[src/rtl/ibl_pkg.sv]
package ibl_pkg;
    typedef enum logic [1:0] {
        ST_IDLE,
        ST_FETCH,
        ST_DRAIN
    } ibl_state_e;

    // record layout in 16-bit words (decoded by neighbours, so fixed)
    localparam int IBL_WORDS   = 12;
    localparam int IDX_MODE    = 0;
    localparam int IDX_STATION = 1;
    localparam int IDX_FILTER  = 4;
    localparam int IDX_RXRING  = 8;
    localparam int IDX_TXRING  = 10;
endpackage

[src/rtl/ibl_ctrl.sv]
module ibl_ctrl
    import ibl_pkg::*;
#(
    parameter int ADDR_W  = 24,
    parameter int N_WORDS = IBL_WORDS
) (
    input  logic                       clk,
    input  logic                       rst_n,
    input  logic                       init_set,
    input  logic                       stop_set,
    input  logic [ADDR_W-1:0]          blk_base,
    input  logic                       mode_no_tx,
    input  logic                       mode_no_rx,
    output logic                       mem_rd_en,
    output logic [ADDR_W-1:0]          mem_addr,
    output logic                       cap_we,
    output logic [$clog2(N_WORDS)-1:0] cap_idx,
    output logic                       busy,
    output logic                       idon,
    output logic                       txon,
    output logic                       rxon,
    output logic                       ring_restart,
    output logic                       misaligned
);
    localparam int IDX_W = $clog2(N_WORDS);
    localparam logic [IDX_W-1:0] LAST_IDX = IDX_W'(N_WORDS - 1);

    ibl_state_e        state_q, state_d;
    logic [IDX_W-1:0]  issue_cnt;
    logic [ADDR_W-1:0] base_q;
    logic              cap_q;
    logic              accept;

    assign accept = (state_q == ST_IDLE) && init_set && !stop_set;

    always_comb begin
        state_d = state_q;
        unique case (state_q)
            ST_IDLE:  if (init_set && !stop_set) state_d = ST_FETCH;
            ST_FETCH: begin
                if (stop_set)                  state_d = ST_IDLE;
                else if (issue_cnt == LAST_IDX) state_d = ST_DRAIN;
            end
            ST_DRAIN: state_d = ST_IDLE;
            default:  state_d = ST_IDLE;
        endcase
    end

    always_ff @(posedge clk or negedge rst_n) begin
        if (!rst_n) state_q <= ST_IDLE;
        else        state_q <= state_d;
    end

    // outputs derived from state
    assign busy      = (state_q != ST_IDLE);
    assign mem_rd_en = (state_q == ST_FETCH);
    assign mem_addr  = base_q + (ADDR_W'(issue_cnt) << 1);
    assign cap_we    = cap_q && !stop_set;

    always_ff @(posedge clk or negedge rst_n) begin
        if (!rst_n) begin
            issue_cnt    <= '0;
            base_q       <= '0;
            misaligned   <= 1'b0;
            cap_q        <= 1'b0;
            cap_idx      <= '0;
            idon         <= 1'b0;
            txon         <= 1'b0;
            rxon         <= 1'b0;
            ring_restart <= 1'b0;
        end else begin
            cap_q        <= (state_q == ST_FETCH) && !stop_set;
            cap_idx      <= issue_cnt;
            ring_restart <= 1'b0;
            if (accept) begin
                base_q     <= blk_base;
                misaligned <= blk_base[0];
                issue_cnt  <= '0;
            end else if (state_q == ST_FETCH) begin
                issue_cnt <= issue_cnt + 1'b1;
            end
            if (state_q == ST_DRAIN && !stop_set) begin
                idon         <= 1'b1;
                txon         <= !mode_no_tx;
                rxon         <= !mode_no_rx;
                ring_restart <= 1'b1;
            end
            if (stop_set) idon <= 1'b0;
        end
    end
endmodule

[src/rtl/ibl_word_bank.sv]
module ibl_word_bank #(
    parameter int WORD_W  = 16,
    parameter int N_WORDS = 12
) (
    input  logic                       clk,
    input  logic                       rst_n,
    input  logic                       wr_en,
    input  logic [$clog2(N_WORDS)-1:0] wr_idx,
    input  logic [WORD_W-1:0]          wr_data,
    output logic [N_WORDS*WORD_W-1:0]  words_flat
);
    for (genvar i = 0; i < N_WORDS; i++) begin : g_word
        logic [WORD_W-1:0] word_q;
        always_ff @(posedge clk or negedge rst_n) begin
            if (!rst_n)
                word_q <= '0;
            else if (wr_en && wr_idx == $clog2(N_WORDS)'(i))
                word_q <= wr_data;
        end
        assign words_flat[i*WORD_W +: WORD_W] = word_q;
    end
endmodule

[src/rtl/ibl_ring_decode.sv]
module ibl_ring_decode #(
    parameter int WORD_W = 16,
    parameter int ADDR_W = 24,
    parameter int CODE_W = 3
) (
    input  logic [WORD_W-1:0]    lo_word,
    input  logic [WORD_W-1:0]    hi_word,
    output logic [ADDR_W-1:0]    ring_base,
    output logic [2**CODE_W-1:0] ring_len
);
    localparam int HI_BITS = ADDR_W - WORD_W;
    localparam int LEN_W   = 2 ** CODE_W;

    logic [CODE_W-1:0] code;
    assign code      = hi_word[WORD_W-1 -: CODE_W];
    assign ring_base = {hi_word[HI_BITS-1:0], lo_word};
    assign ring_len  = LEN_W'(1) << code;
endmodule

[src/rtl/init_block_loader.sv]
module init_block_loader
    import ibl_pkg::*;
#(
    parameter int ADDR_W = 24,
    parameter int WORD_W = 16,
    parameter int CODE_W = 3
) (
    input  logic                       clk,
    input  logic                       rst_n,
    input  logic                       init_set,
    input  logic                       stop_set,
    input  logic [WORD_W-1:0]          blk_addr_lo,
    input  logic [ADDR_W-WORD_W-1:0]   blk_addr_hi,
    output logic                       mem_rd_en,
    output logic [ADDR_W-1:0]          mem_addr,
    input  logic [WORD_W-1:0]          mem_rdata,
    output logic                       busy,
    output logic                       idon,
    output logic                       txon,
    output logic                       rxon,
    output logic                       ring_restart,
    output logic                       misaligned,
    output logic [WORD_W-1:0]          mode_word,
    output logic                       loopback,
    output logic [3*WORD_W-1:0]        station_addr,
    output logic [4*WORD_W-1:0]        mcast_filter,
    output logic [ADDR_W-1:0]          rx_ring_base,
    output logic [2**CODE_W-1:0]       rx_ring_len,
    output logic [ADDR_W-1:0]          tx_ring_base,
    output logic [2**CODE_W-1:0]       tx_ring_len
);
    localparam int IDX_W = $clog2(IBL_WORDS);

    logic [IBL_WORDS*WORD_W-1:0] words;
    logic                        cap_we;
    logic [IDX_W-1:0]            cap_idx;

    assign mode_word    = words[IDX_MODE*WORD_W +: WORD_W];
    assign loopback     = mode_word[2];
    assign station_addr = words[IDX_STATION*WORD_W +: 3*WORD_W];
    assign mcast_filter = words[IDX_FILTER*WORD_W +: 4*WORD_W];

    ibl_ctrl #(.ADDR_W(ADDR_W), .N_WORDS(IBL_WORDS)) u_ctrl (
        .clk(clk), .rst_n(rst_n),
        .init_set(init_set), .stop_set(stop_set),
        .blk_base({blk_addr_hi, blk_addr_lo}),
        .mode_no_tx(mode_word[1]), .mode_no_rx(mode_word[0]),
        .mem_rd_en(mem_rd_en), .mem_addr(mem_addr),
        .cap_we(cap_we), .cap_idx(cap_idx),
        .busy(busy), .idon(idon), .txon(txon), .rxon(rxon),
        .ring_restart(ring_restart), .misaligned(misaligned)
    );

    ibl_word_bank #(.WORD_W(WORD_W), .N_WORDS(IBL_WORDS)) u_bank (
        .clk(clk), .rst_n(rst_n),
        .wr_en(cap_we), .wr_idx(cap_idx), .wr_data(mem_rdata),
        .words_flat(words)
    );

    ibl_ring_decode #(.WORD_W(WORD_W), .ADDR_W(ADDR_W), .CODE_W(CODE_W)) u_rx_ring (
        .lo_word(words[IDX_RXRING*WORD_W +: WORD_W]),
        .hi_word(words[(IDX_RXRING+1)*WORD_W +: WORD_W]),
        .ring_base(rx_ring_base), .ring_len(rx_ring_len)
    );

    ibl_ring_decode #(.WORD_W(WORD_W), .ADDR_W(ADDR_W), .CODE_W(CODE_W)) u_tx_ring (
        .lo_word(words[IDX_TXRING*WORD_W +: WORD_W]),
        .hi_word(words[(IDX_TXRING+1)*WORD_W +: WORD_W]),
        .ring_base(tx_ring_base), .ring_len(tx_ring_len)
    );
endmodule

[config.mk]
export PLATFORM = sky130hd
export DESIGN_NAME = init_block_loader
export DESIGN_NICKNAME = d
export VERILOG_FILES = /design/src/rtl/ibl_pkg.sv /design/src/rtl/ibl_ctrl.sv /design/src/rtl/ibl_word_bank.sv /design/src/rtl/ibl_ring_decode.sv /design/src/rtl/init_block_loader.sv
export SDC_FILE = /design/constraint.sdc
export NUM_CORES = 1
export LEC_CHECK = 0
export BUFFER_PORTS_ARGS = -buffer_cell sky130_fd_sc_hd__clkbuf_2
export CAP_MARGIN = 20
export CORE_ASPECT_RATIO = 0.9
export CORE_MARGIN = 5
export CORE_UTILIZATION = 45
export CTS_CLUSTER_SIZE = 10
export DETAILED_ROUTE_END_ITERATION = 8
export PLACE_DENSITY = 0.81
export SYNTH_ARGS = -nofsm -noshare
export SYNTH_HDL_FRONTEND = slang
export SYNTH_SLANG_ARGS = --single-unit
[constraint.sdc]
create_clock -name clk -period 4.17 [get_ports clk]
set_input_delay 0.6255 -clock clk [delete_from_list [all_inputs] [get_ports clk]]
set_output_delay 0.6255 -clock clk [all_outputs]
set_load 0.05 [all_outputs]
=== Yosys cells after proc, flatten, opt, wreduce, memory -nomap -nowiden ===
Cells that the tools add are included.
W data, S select, Z words.

* Add/sub/neg operators: 2
* Eq/ne operators: 16
* Shift-type cells: 2
* Muxes and demuxes: 9
* Reductions and logical operators: 27

{| class="wikitable"
|+ Operators with widths
! cell !! count
|-
| $add A24 B5 Y24 || 1
|-
| $eq A4 B4 Y1 const B || 5
|-
| $logic_and A1 B1 Y1 || 18
|-
| $eq A4 B3 Y1 const B || 4
|-
| $shl A1 B3 Y8 const A || 2
|-
| $eq A4 B2 Y1 const B || 2
|-
| $mux W4 || 2
|-
| $mux W2 || 3
|-
| $reduce_bool A2 Y1 || 3
|-
| $add A4 B1 Y4 const B || 1
|-
| $eq A4 B1 Y1 const B || 1
|-
| $logic_not A4 Y1 || 1
|-
| $pmux W2 S2 || 1
|-
| $logic_not A1 Y1 || 3
|-
| $mux W1 || 3
|-
| $ne A3 B2 Y1 const B || 1
|-
| $eq A2 B1 Y1 const B || 1
|-
| $eq A2 B2 Y1 const B || 1
|-
| $logic_not A2 Y1 || 1
|-
| $ne A2 B2 Y1 const B || 1
|-
| $reduce_and A2 Y1 || 1
|}

* Register bits: 232
* Bits of input ports: 44
* Output and inout port bits: 224
* Logic and storage cells: 78

=== Longest topological paths before layout ===
* Depth after elaboration: 4
* Mapped depth: 7
* Depth with buffers taken out: 7

=== By module ===
From an unflattened synthesis, not the netlist that was laid out.

* Cells, all modules: 714
* Area, all modules: 9779.4 µm²

{| class="wikitable"
|+ By module, submodules not included
! module !! instances !! cells each !! area an instance (µm²) !! seq. area each (µm²)
|-
| ibl_word_bank || 1 || 436 || 7319.5 || 4804.6
|-
| ibl_ctrl || 1 || 213 || 1961.9 || 975.9
|-
| ibl_ring_decode || 2 || 32 || 245.2 || 0.0
|-
| init_block_loader || 1 || 1 || 7.5 || 0.0
|}

=== Worst setup path before layout ===
OpenSTA, ideal clock, no wires.

* Path kind: register to output
* Start: register u_ctrl.issue_cnt[0]
* End: output mem_addr[9]
* Arrival time: 2.377 ns
* Data required time: 3.544 ns
* Slack: 1.168 ns
* Stages on the path, launching flop included: 8
* Path buffers: 0
* Cells stage by stage: dfrtp_1 > ha_1 > inv_1 > fa_1 > nor2b_1 > o31a_1 > nand4_1 > xnor2_1

* Word-level cells in the longest chain between the ends: 1

{| class="wikitable"
|+ RTL lines
! item !! line !! text
|-
| start, declared || ibl_ctrl.sv:29 || <nowiki>logic [IDX_W-1:0] issue_cnt;</nowiki>
|-
| start signal, assigned || ibl_ctrl.sv:80 || <nowiki>issue_cnt <= issue_cnt + 1'b1;</nowiki>
|-
| $add A24 B5 Y24 || ibl_ctrl.sv:57 || <nowiki>assign mem_addr = base_q + (ADDR_W'(issue_cnt) << 1);</nowiki>
|-
| end, declared || init_block_loader.sv:15 || <nowiki>output logic [ADDR_W-1:0] mem_addr,</nowiki>
|}

No other way between the ends.

=== Final worst setup path ===
Same ends and word-level chain as after synthesis.

==> run_results.csv <==
group,metric,value,unit
outcome,run_status,"finished clean",
worst_setup_path,worstPathCellList,"ha_1, inv_1, fa_1, nor2b_1, o31a_1, nand4_1, xnor2_1, clkbuf_2",
global_route,first_global_vias,6246,
sta,final_min_period_over_clock_period,80.7,%
final_layout,stdcell_area,0.0112,mm^2
floorplan,initial_core_util,45.7,%
sta,clock_period_minus_worst_slack,3360,ps
worst_setup_path,worstReg2RegStart,"u_ctrl.cap_idx[3]$_DFF_PN0_",
yosys,post_synth_top_flop,"dfrtp_1",
floorplan,num_io_pins,268,
global_route,antenna_found_initial,0,
floorplan,dieWidth,160,um
yosys,synth_cell_type_count,40,
final_layout,final_net_count,918,
clock_tree,cts.repair.resized,0,
pwr,total_power,0.00896,W
final_layout,ff_latch_area,0.00553,mm^2
worst_setup_path,crit_fanout,7,
worst_setup_path,critical_path.n_buffers_inverters,2,
clock_tree,cts_inserted_buffers,26,
yosys,synthCells,625,
yosys,top_count_cell_post_synth,"dfrtp_1",
sta,final_hold_violation_count,0,
sta,max_slew.worst_pin.slew,986,ps
worst_setup_path,r2r-end,"u_bank.g_word[3].word_q[8]$_DFFE_PN0P_",
drt,vias,5829,
final_layout,drive_above_1_share,57.5,%
worst_setup_path,cp_data_required_time,3540,ps
worst_setup_path,timing_worst_setup_path_type,"reg -> out",
yosys,synth_edf_count,0,
yosys,synth_top_cell_area_share,60.6,%
final_layout,layout-area-overhead-vs-synth,23.2,%
place,hpwlAfterDp,16000,um
global_route,grt_busiest_layer,"met2",
worst_setup_path,worst_setup_path_end_kind,"output port",
yosys,synth_area_leader_cell,"dfrtp_1",
yosys,post_synth_instance_area,0.00913,mm^2
pwr,p_per_area,796,mW/mm^2
clock_tree,post_cts_hold_buffer_count,0,
clock_tree,clock_tree.htree_level_count,1,
place,port_buffers,267,
drt,wire_per_inst,20.6,um
sta,fmaxAchievable,0.297,GHz
yosys,synthesis.area_per_instance,14.6,um^2
sta,max-slew-margin-rel,34.2,%
clock_tree,worst_skew_pair_later_pin_latency,510,ps
sta,fin_setup_tns,0,ps
clock_tree,cts_tree,"done",
drt,violation_count_after_the_first_detailed_route_iteration,201,
clock_tree,post_cts_buffers,0,
floorplan,fp.dieArea,0.0232,mm^2
pwr,power.ir.vdd_worst,0.480,mV
yosys,synth_common_cells,"dfrtp_1 (221), mux2_2 (185), buf_4 (24)",
drt,detail_route.wirelength,23200,um
final_layout,filler_cell_count,1624,
worst_setup_path,critical-path-max-stage-delay,440,ps
worst_setup_path,start_kind,"register",
worst_setup_path,depth_of_the_worst_register_to_register_path,3,
place,routabilityCongestion,0.794,
drt,post-route-drc-count,0,
sta,clock_skew,3.80,ps
sta,count_of_final_max_slew_check_failures,0,
global_route,gr-usage-met3,5.87,%
floorplan,die_y,145,um
yosys,synth-warning-count,0,
worst_setup_path,cp_delay_by_family_top,"adder cells",
place,dpl_cell_area,0.0105,mm^2
worst_setup_path,crit_slowest_cell,"dfrtp_1",
drt,detail_route.vias_per_cell,5.17,
floorplan,coreArea,0.0200,mm^2
final_layout,multi_input_area,0.00325,mm^2
sta,finalSetupViolCount,0,
pwr,power.leakage,6.03,nW
yosys,synth_area_leaders,"dfrtp_1 (61%), mux2_2 (23%), mux2_1 (2.3%), buf_4 (2.0%), xnor2_1 (1.1%)",
hold_path,min-delay-path-class,"in -> async",
clock_tree,numClockSinks,221,
clock_tree,clock_path_buffers,3,
clock_tree,worst_setup_hold_path_clk_slew,50,ps
global_route,groute.layer.met1.usage,25.7,%
global_route,groute.usage.overall,19.8,%
drt,detail-route-antenna-nets,0,
global_route,grt_pass1_wl,37100,um
clock_tree,clock-root-buffer,"clkbuf_16",
final_layout,antennaDiodeCount,0,
global_route,grt_max_degree,130,
global_route,gr_overflow_total,0,
yosys,synth_sequential_area_ratio,60.6,%
yosys,postSynth.asyncResetShare,100,%
worst_setup_path,worst-endpoint-arrival,2740,ps
flow_run,maxCapViolCount,0,
global_route,global_route.usage.met2,33.4,%
yosys,mappedNetlistNets,675,
yosys,synth-seq-cells,221,
drt,drt-pass1-iter-count,4,
floorplan,placement_rows,49,
sta,unrepaired_setup_endpoints_after_global_routing,"no",
worst_setup_path,rrSetupSlack,2020,ps
[sequential cells by signal, indices dropped and copies added, names as in the netlist]
signal,cells
u_ctrl.ring_restart,1
u_ctrl.cap_q,1
u_ctrl.cap_idx,4
u_ctrl.rxon,1
u_ctrl.txon,1
u_ctrl.state_q,2
u_ctrl.base_q,24
u_ctrl.issue_cnt,4
u_bank.g_word.word_q,182
u_ctrl.idon,1
[area by class of cell]
| type | instances | area share (%) |
|---|---|---|
| clock buffers | 33 | 6.47 |
| multi-input cells | 340 | 28.9 |
| repair buffers | 271 | 12.3 |
| inverters | 8 | 0.267 |
| well taps | 255 | 2.84 |
| flip-flops and latches | 221 | 49.2 |
[routing by layer]
metal	up-vias	wire, um
met5	-	0
met4	0	400
met3	29	1930
met2	231	11300
met1	2932	9590
li1	2637	-
[kinds of logic after synthesis]
group,count (synthesis),share of synthesized area [%]
xor gates and xnor gates,21,2.01
DFF,221,60.6
adders and majority gates,6,0.904
AOI/OAI and AO/OA,17,1.22
muxes,204,25.2
buffers and inverters,64,3.92
and+or+nand+nor,92,6.22
[worst reg2reg max path, stage by stage (launching register included)]
cell     delay (ps)
dfrtp_1         440
nor3_4          310
and3_1          860
mux2_2          420
[how the worst max path moves through the flow]
stage	slack (ps)	from	depth (start not counted)	endpoint
2_1_floorplan	1170	u_ctrl.issue_cnt[0]$_DFFE_PN0P_	7	mem_addr[9]
3_3_place_gp	1400	u_ctrl.issue_cnt[0]$_DFFE_PN0P_	8	mem_addr[19]
3_5_place_dp	1330	u_ctrl.issue_cnt[0]$_DFFE_PN0P_	8	mem_addr[9]
4_1_cts	750	u_ctrl.issue_cnt[0]$_DFFE_PN0P_	8	mem_addr[9]
5_1_grt	570	u_ctrl.issue_cnt[0]$_DFFE_PN0P_	8	mem_addr[9]
6_report	810	u_ctrl.issue_cnt[0]$_DFFE_PN0P_	8	mem_addr[9]
[report_power, final]
| group | switching, W | leakage, nW | internal, W |
|---|---|---|---|
| registers | 0.000406 | 2.94 | 0.00275 |
| clock network | 0.000782 | 0.358 | 0.00119 |
| logic | 0.00289 | 2.73 | 0.000939 |
| total | 0.00407 | 6.03 | 0.00488 |
[metrics by stage]
stage          utilization, %  instances  hold slack (ps)  setup slack, ps
3_3_place_gp             52.6       1095              450             1400
2_1_floorplan               -        625              330             1170
5_1_grt                  56.3       1128              304              567
4_1_cts                  56.3       1128              267              750
6_report                 56.3       1128              231              806
3_5_place_dp             52.6       1095              452             1330
[placed cells by master (no fill, tap or decap), types with 7 or more instances in the layout]
cell and instances:
xnor2_1 11, inv_1 8, and3_1 7, o21ai_0 7, clkbuf_16 27, mux2_1 19, nand3_1 7, nand2_1 15
nor3b_1 7, xor2_1 10, nor2_1 15, nand2_2 8, mux2_2 185, clkbuf_2 266, dfrtp_1 221
Power figures use the tool's default switching activity.
